`src/rtl/pio_seq_pkg.sv`:
```
package pio_seq_pkg;

    typedef logic [7:0] byte_t;

    // frame type codes
    localparam byte_t FT_H2D_REG   = 8'h27;
    localparam byte_t FT_D2H_REG   = 8'h34;
    localparam byte_t FT_PIO_SETUP = 8'h5F;
    localparam byte_t FT_DATA      = 8'h46;

    localparam int BSY_BIT     = 7;
    localparam int FRAME_BYTES = 8;
    localparam int FRAME_W     = 8 * FRAME_BYTES;
    localparam int LBA_BYTES   = 3;

    // offsets inside the eight-byte task-file window
    localparam logic [2:0] OFF_DATA  = 3'd0;
    localparam logic [2:0] OFF_FEAT  = 3'd1;
    localparam logic [2:0] OFF_COUNT = 3'd2;
    localparam logic [2:0] OFF_LBA0  = 3'd3;
    localparam logic [2:0] OFF_LBA1  = 3'd4;
    localparam logic [2:0] OFF_LBA2  = 3'd5;
    localparam logic [2:0] OFF_DEV   = 3'd6;
    localparam logic [2:0] OFF_CMD   = 3'd7;

    typedef enum logic [1:0] {
        SQ_IDLE,
        SQ_SEND,
        SQ_WAIT,
        SQ_DATA
    } seq_state_e;

    typedef struct packed {
        byte_t                   feat;
        byte_t                   count;
        byte_t [LBA_BYTES-1:0]   lba;
        byte_t                   dev;
        byte_t                   cmd;
        byte_t                   status;
        byte_t                   error;
    } shadow_t;

    typedef struct packed {
        byte_t                   status;
        byte_t                   error;
        byte_t                   count;
        byte_t [LBA_BYTES-1:0]   lba;
        byte_t                   dev;
    } rx_fields_t;

    typedef struct packed {
        seq_state_e state;
        byte_t      estatus;
        logic       irq;
        logic       to_host;
    } seq_regs_t;

endpackage

```
`src/rtl/tf_shadow_regs.sv`:
```
module tf_shadow_regs
    import pio_seq_pkg::*;
(
    input  logic       clk,
    input  logic       rst_n,
    input  logic       host_wr,
    input  logic [2:0] host_off,
    input  byte_t      host_data,
    input  logic       cmd_take,
    input  logic       frm_ld,
    input  rx_fields_t frm,
    input  logic       st_ld,
    input  byte_t      st_val,
    input  logic       busy,
    input  logic [2:0] rd_off,
    output byte_t      rd_data,
    output shadow_t    sh
);

    shadow_t sh_d, sh_q;

    always_comb begin
        sh_d = sh_q;
        if (host_wr) begin
            case (host_off)
                OFF_FEAT:  sh_d.feat   = host_data;
                OFF_COUNT: sh_d.count  = host_data;
                OFF_LBA0:  sh_d.lba[0] = host_data;
                OFF_LBA1:  sh_d.lba[1] = host_data;
                OFF_LBA2:  sh_d.lba[2] = host_data;
                OFF_DEV:   sh_d.dev    = host_data;
                OFF_CMD:   if (cmd_take) sh_d.cmd = host_data;
                default:   ;
            endcase
        end
        if (frm_ld) begin
            sh_d.status = frm.status;
            sh_d.error  = frm.error;
            sh_d.count  = frm.count;
            sh_d.lba    = frm.lba;
            sh_d.dev    = frm.dev;
        end
        if (st_ld) begin
            sh_d.status = st_val;
        end
    end

    always_ff @(posedge clk or negedge rst_n) begin
        if (!rst_n) sh_q <= '0;
        else        sh_q <= sh_d;
    end

    always_comb begin
        case (rd_off)
            OFF_FEAT:  rd_data = sh_q.error;
            OFF_COUNT: rd_data = sh_q.count;
            OFF_LBA0:  rd_data = sh_q.lba[0];
            OFF_LBA1:  rd_data = sh_q.lba[1];
            OFF_LBA2:  rd_data = sh_q.lba[2];
            OFF_DEV:   rd_data = sh_q.dev;
            OFF_CMD: begin
                rd_data          = sh_q.status;
                rd_data[BSY_BIT] = sh_q.status[BSY_BIT] | busy;
            end
            default:   rd_data = '0;
        endcase
    end

    assign sh = sh_q;

endmodule

```
`src/rtl/h2d_frame_pack.sv`:
```
module h2d_frame_pack
    import pio_seq_pkg::*;
(
    input  byte_t                 cmd,
    input  byte_t                 feat,
    input  byte_t [LBA_BYTES-1:0] lba,
    input  byte_t                 dev,
    input  byte_t                 count,
    output logic [FRAME_W-1:0]    frame
);

    byte_t [FRAME_BYTES-1:0] fb;

    assign fb[0] = FT_H2D_REG;
    assign fb[1] = cmd;
    assign fb[2] = feat;

    for (genvar g = 0; g < LBA_BYTES; g++) begin : g_lba
        assign fb[3+g] = lba[g];
    end

    assign fb[3+LBA_BYTES] = dev;
    assign fb[4+LBA_BYTES] = count;

    assign frame = fb;

endmodule

```
`src/rtl/pio_seq_ctrl.sv`:
```
module pio_seq_ctrl
    import pio_seq_pkg::*;
(
    input  logic  clk,
    input  logic  rst_n,
    input  logic  soft_rst,
    input  logic  cmd_wr,
    input  logic  st_rd,
    input  logic  tx_ready,
    input  logic  rx_valid,
    input  byte_t rx_type,
    input  logic  rx_irq,
    input  logic  rx_dir,
    input  byte_t rx_estatus,
    input  logic  data_done,
    output logic  cmd_take,
    output logic  tx_valid,
    output logic  frm_ld,
    output logic  st_ld,
    output byte_t st_val,
    output logic  busy,
    output logic  irq,
    output logic  xfer_active,
    output logic  xfer_to_host
);

    seq_regs_t r_d, r_q;

    always_comb begin
        r_d      = r_q;
        cmd_take = 1'b0;
        frm_ld   = 1'b0;
        st_ld    = 1'b0;

        if (st_rd) r_d.irq = 1'b0;

        case (r_q.state)
            SQ_IDLE: begin
                if (cmd_wr) begin
                    cmd_take  = 1'b1;
                    r_d.state = SQ_SEND;
                end
            end
            SQ_SEND: begin
                if (tx_ready) r_d.state = SQ_WAIT;
            end
            SQ_WAIT: begin
                if (rx_valid && rx_type == FT_PIO_SETUP) begin
                    frm_ld      = 1'b1;
                    r_d.estatus = rx_estatus;
                    r_d.to_host = rx_dir;
                    r_d.state   = SQ_DATA;
                    if (rx_irq) r_d.irq = 1'b1;
                end else if (rx_valid && rx_type == FT_D2H_REG) begin
                    frm_ld    = 1'b1;
                    r_d.state = SQ_IDLE;
                    if (rx_irq) r_d.irq = 1'b1;
                end
            end
            SQ_DATA: begin
                if (data_done) begin
                    st_ld     = 1'b1;
                    r_d.state = SQ_IDLE;
                end
            end
            default: r_d.state = SQ_IDLE;
        endcase

        if (soft_rst) begin
            r_d      = '0;
            cmd_take = 1'b0;
            frm_ld   = 1'b0;
            st_ld    = 1'b0;
        end
    end

    always_ff @(posedge clk or negedge rst_n) begin
        if (!rst_n) r_q <= '0;
        else        r_q <= r_d;
    end

    assign st_val       = r_q.estatus;
    assign busy         = (r_q.state != SQ_IDLE);
    assign tx_valid     = (r_q.state == SQ_SEND);
    assign xfer_active  = (r_q.state == SQ_DATA);
    assign xfer_to_host = r_q.to_host;
    assign irq          = r_q.irq;

endmodule

```
`src/rtl/pio_cmd_seq.sv`:
```
module pio_cmd_seq
    import pio_seq_pkg::*;
#(
    parameter int                ADDR_W  = 10,
    parameter logic [ADDR_W-1:0] TF_BASE = 10'h1F0
) (
    input  logic               clk,
    input  logic               rst_n,
    input  logic               soft_rst,
    input  logic [ADDR_W-1:0]  reg_addr,
    input  logic               reg_wr,
    input  logic               reg_rd,
    input  logic [7:0]         reg_wdata,
    output logic [7:0]         reg_rdata,
    output logic               h2d_valid,
    input  logic               h2d_ready,
    output logic [63:0]        h2d_frame,
    input  logic               rx_valid,
    input  logic [7:0]         rx_type,
    input  logic               rx_irq,
    input  logic               rx_dir,
    input  logic [7:0]         rx_status,
    input  logic [7:0]         rx_error,
    input  logic [7:0]         rx_estatus,
    input  logic [7:0]         rx_count,
    input  logic [23:0]        rx_lba,
    input  logic [7:0]         rx_dev,
    input  logic               data_done,
    output logic               irq,
    output logic               xfer_active,
    output logic               xfer_to_host
);

    localparam int OFF_W = 3;

    logic       hit;
    logic [2:0] off;
    logic       host_wr, cmd_wr, st_rd;
    logic       cmd_take, frm_ld, st_ld, busy;
    byte_t      st_val, rd_data;
    shadow_t    sh;
    rx_fields_t rxf;

    assign hit     = (reg_addr[ADDR_W-1:OFF_W] == TF_BASE[ADDR_W-1:OFF_W]);
    assign off     = reg_addr[OFF_W-1:0];
    assign host_wr = reg_wr & hit;
    assign cmd_wr  = host_wr & (off == OFF_CMD);
    assign st_rd   = reg_rd & hit & (off == OFF_CMD);

    assign rxf.status = rx_status;
    assign rxf.error  = rx_error;
    assign rxf.count  = rx_count;
    assign rxf.lba    = rx_lba;
    assign rxf.dev    = rx_dev;

    pio_seq_ctrl ctrl_i (
        .clk          (clk),
        .rst_n        (rst_n),
        .soft_rst     (soft_rst),
        .cmd_wr       (cmd_wr),
        .st_rd        (st_rd),
        .tx_ready     (h2d_ready),
        .rx_valid     (rx_valid),
        .rx_type      (rx_type),
        .rx_irq       (rx_irq),
        .rx_dir       (rx_dir),
        .rx_estatus   (rx_estatus),
        .data_done    (data_done),
        .cmd_take     (cmd_take),
        .tx_valid     (h2d_valid),
        .frm_ld       (frm_ld),
        .st_ld        (st_ld),
        .st_val       (st_val),
        .busy         (busy),
        .irq          (irq),
        .xfer_active  (xfer_active),
        .xfer_to_host (xfer_to_host)
    );

    tf_shadow_regs regs_i (
        .clk       (clk),
        .rst_n     (rst_n),
        .host_wr   (host_wr),
        .host_off  (off),
        .host_data (reg_wdata),
        .cmd_take  (cmd_take),
        .frm_ld    (frm_ld),
        .frm       (rxf),
        .st_ld     (st_ld),
        .st_val    (st_val),
        .busy      (busy),
        .rd_off    (off),
        .rd_data   (rd_data),
        .sh        (sh)
    );

    h2d_frame_pack pack_i (
        .cmd   (sh.cmd),
        .feat  (sh.feat),
        .lba   (sh.lba),
        .dev   (sh.dev),
        .count (sh.count),
        .frame (h2d_frame)
    );

    assign reg_rdata = hit ? rd_data : 8'h00;

endmodule

```
`config.mk`:
```
export PLATFORM = sky130hd
export DESIGN_NAME = pio_cmd_seq
export DESIGN_NICKNAME = d
export VERILOG_FILES = /design/src/rtl/pio_seq_pkg.sv /design/src/rtl/tf_shadow_regs.sv /design/src/rtl/h2d_frame_pack.sv /design/src/rtl/pio_seq_ctrl.sv /design/src/rtl/pio_cmd_seq.sv
export SDC_FILE = /design/constraint.sdc
export NUM_CORES = 1
export LEC_CHECK = 0
export BUFFER_PORTS_ARGS = -buffer_cell sky130_fd_sc_hd__buf_2
export CAP_MARGIN = 20
export CORE_MARGIN = 4
export CORE_UTILIZATION = 50
export CTS_CLUSTER_DIAMETER = 50
export DETAILED_ROUTE_END_ITERATION = 10
export HOLD_SLACK_MARGIN = 0.02
export PLACE_DENSITY = 0.8
export SKIP_CTS_REPAIR_TIMING = 1
export SYNTH_ARGS = -nofsm -noshare
export SYNTH_HDL_FRONTEND = slang
export SYNTH_SLANG_ARGS = --single-unit
```
`constraint.sdc`:
```
create_clock -name clk -period 2 [get_ports clk]
set_clock_uncertainty 0.05 [all_clocks]
set_input_delay 0.1 -clock clk [delete_from_list [all_inputs] [get_ports clk]]
set_output_delay 0.1 -clock clk [all_outputs]
set_load 0.005 [all_outputs]
```
==> results.md <==
* Outcome: completed
* Synth top area share at 41.75%
* Hold path depth at 3
* Avg Inst Size Synth at 12.07 µm²
* Mux cell area share after synthesis at between 20% and 30%
* #FFs+latches synth at 84
* Area growth syn-to-layout at 28.95%
* CP required at between 2000 and 2500 ps
* Synth area leader: dfrtp_1
* Die area at 0.01174 mm²
* Pwr/cell area at 505.2 mW/mm²
* Dpl hpwl at 10170 µm
* DR DRC count at 0
* Iteration-0 DRC count of the detailed router at ~190
* Via count at between 3000 and 4000
* ANT cells at 0
* Xor/xnor cell area share of the yosys netlist at 0%
* Clock Latency Late Sink at 350 ps
* CTS max path bufs at 2
* Arr. time, crit path at 2010 ps
* Mapped Cells at 417
* Synth top cells by count: dfrtp_1, mux2_2, buf_4
* Chip width at between 100 and 150 µm
* IO Pins at 176
* Max_slew headroom at 62.76%
* Clk sinks at 84
* Number of global-route vias before repair at 3660
* CTS tree: yes
* RSZ-0062 raised after global routing: no
* Tmin final at 1819 ps
* Clock transition at path regs at 80 ps
* Ranking of synthesized cells by area: dfrtp_1, mux2_2, buf_4
* Post-layout nets at 703
* Adder-Cell Fraction of Synth Area at 0%
* Ys async rst share at 100.0%
* Synth warn at 0
* Num CTS Buffers at 9
* Max VDD drop at approximately 0.25 mV
* Synth Area in Compound Gates at about 7.9%
* Initial antenna violation count at 2
* Synth Flop Type: dfrtp_1
* Yosys cell types at 46
* TritonRoute pass-1 iters at 4
* Layout cells sized above 1 at 49.84%
* Fin Hold WS at 22.62 ps
* Vias/cell at 5.381
* Die Span Y at 108.3 µm
* Rows at 36
* Crit share post-route at 90.94%
* Total core area at between 0.009 and 0.01 mm²
* Main combinational cell family by area after synthesis: multiplexers
* Leak pwr at 3.486 nW
* Crit. End Element: flip-flop
* Most frequent cell after synthesis: dfrtp_1
* Port bufs at 167
* Max Slew Vio Count at 0
* Pin count of the biggest net entering global routing at 44
* Post-synthesis sequential area ratio at 41.75%
* Setup_tns at 0 ps
* Global-route wire length before repair at 19690 µm
* Initial Util at 51.51%
* Post-synthesis simple-gate area fraction at 8.971%
* Total Wirelength at about 14000 µm
* Clk root buf: clkbuf_8
* Tightest Pin Transition at about 560 ps
* Mapped cell area at 0.005035 mm²
* Max Clock Freq at around 0.55 GHz
* Routed WL per cell at 18.98 µm
* Max_cap viols at 0
* Worst setup path class: reg -> reg
* GR Overflow Total at 0
* Startpoint Class: flip-flop
* R2R cell count at 5
* Final Hold Fails at 0
* Final ANT Viol Nets at 0
* Number of flops mapped to enable cells by yosys at 0
* Final setup violation count at 0
* Final GP Congestion at 0.8470
* Worst min-delay path category: in -> reg
* Global Route Usage Sum at 22.26%
* Critical path fanouts, max at 8
* H-tree depth at 3
stage by stage:
stage / util, % / cells / setup slack, ps / area [µm²] / total power [mW]
global route: 66.42 / 741 / 101.8 / 6492 / 3.408
detailed placement: 58.42 / 665 / 79.99 / 5710 / 2.082
finish: 66.42 / 741 / 181.2 / 6492 / 3.280
CTS: 60.28 / 681 / 158.2 / 5892 / 3.209
floorplan: - / 423 / 258.2 / 5057 / 1.903
global placement: 58.42 / 665 / 97.52 / 5710 / 2.074
state kept, by name, summed over array words and instances, names as in the netlist:
| signal | count |
|---|---|
| ctrl_i.xfer_to_host | 1 |
| ctrl_i.st_val | 8 |
| ctrl_i.r_q | 2 |
| ctrl_i.irq | 1 |
| regs_i.sh | 72 |
cell type report:
class,count,area [µm²]
clock buffer,15,176.4
clock inverter,1,5.005
fill,752,3282
inverter,4,15.01
multi-input combinational,252,2364
sequential,84,2102
tap,133,166.4
timing repair buffer,252,1664
cell usage in the layout (no fill, tap or decap), drive strengths merged, types with 3 or more instances in the layout:
cell	synthesis	final
clkbuf	7	15
nand2	5	5
dfrtp	84	84
a221oi	3	3
nor2b	7	7
nand3b	3	3
nor2	15	15
mux2i	6	6
dlygate4sd3	0	60
buf	76	192
mux2	111	111
a21oi	19	19
nor4	7	7
conb	2	8
o21ai	11	11
inv	4	4
nand3	5	5
mux4	6	6
a22o	9	9
a41oi	8	8
nor3	4	4
nand2b	3	3
a211oi	4	4
cell families after synthesis:
kind of cell / after synthesis
AO/OA/AOI/OAI: 59
buffers and inverters: 87
flip-flops: 84
multiplexers: 123
other: 2
AND/OR/NAND/NOR: 62
final timing paths:
check                               start            end  slack, ps
setup / recovery           ctrl_i.r_q[10]  regs_i.sh[17]        180
hold / removal                     reg_rd     ctrl_i.irq         20
setup reg to reg           ctrl_i.r_q[10]  regs_i.sh[17]        180
hold reg to reg              regs_i.sh[7]   regs_i.sh[7]        460
max in group asynchronous           rst_n  regs_i.sh[28]       1040
min in group asynchronous           rst_n  regs_i.sh[23]        230
critical path: stages, from the launching register on:
cell	delay [ps]
dfrtp_1	450
nor2_1	240
nand3_1	150
nor4_4	210
buf_4	250
mux2_2	350
layer usage:
metal | global-route usage [%] | up-vias | share of wire, % | routed length (µm)
met5 | 0 | - | 0.17 | 24
met4 | 8.927 | 4 | 2.4 | 341
met2 | 36.10 | 200 | 49 | 6941
met1 | 28.71 | 1921 | 39 | 5543
met3 | 5.493 | 31 | 8.6 | 1212
li1 | - | 1831 | - | -
where the power goes:
part / internal [mW] / switching [mW] / total, mW
Clock: 0.554 / 0.583 / 1.14
Sequential: 1.71 / 0.0122 / 1.72
Combinational: 0.221 / 0.197 / 0.419
Note: power is estimated with default switching activity, not from simulation.
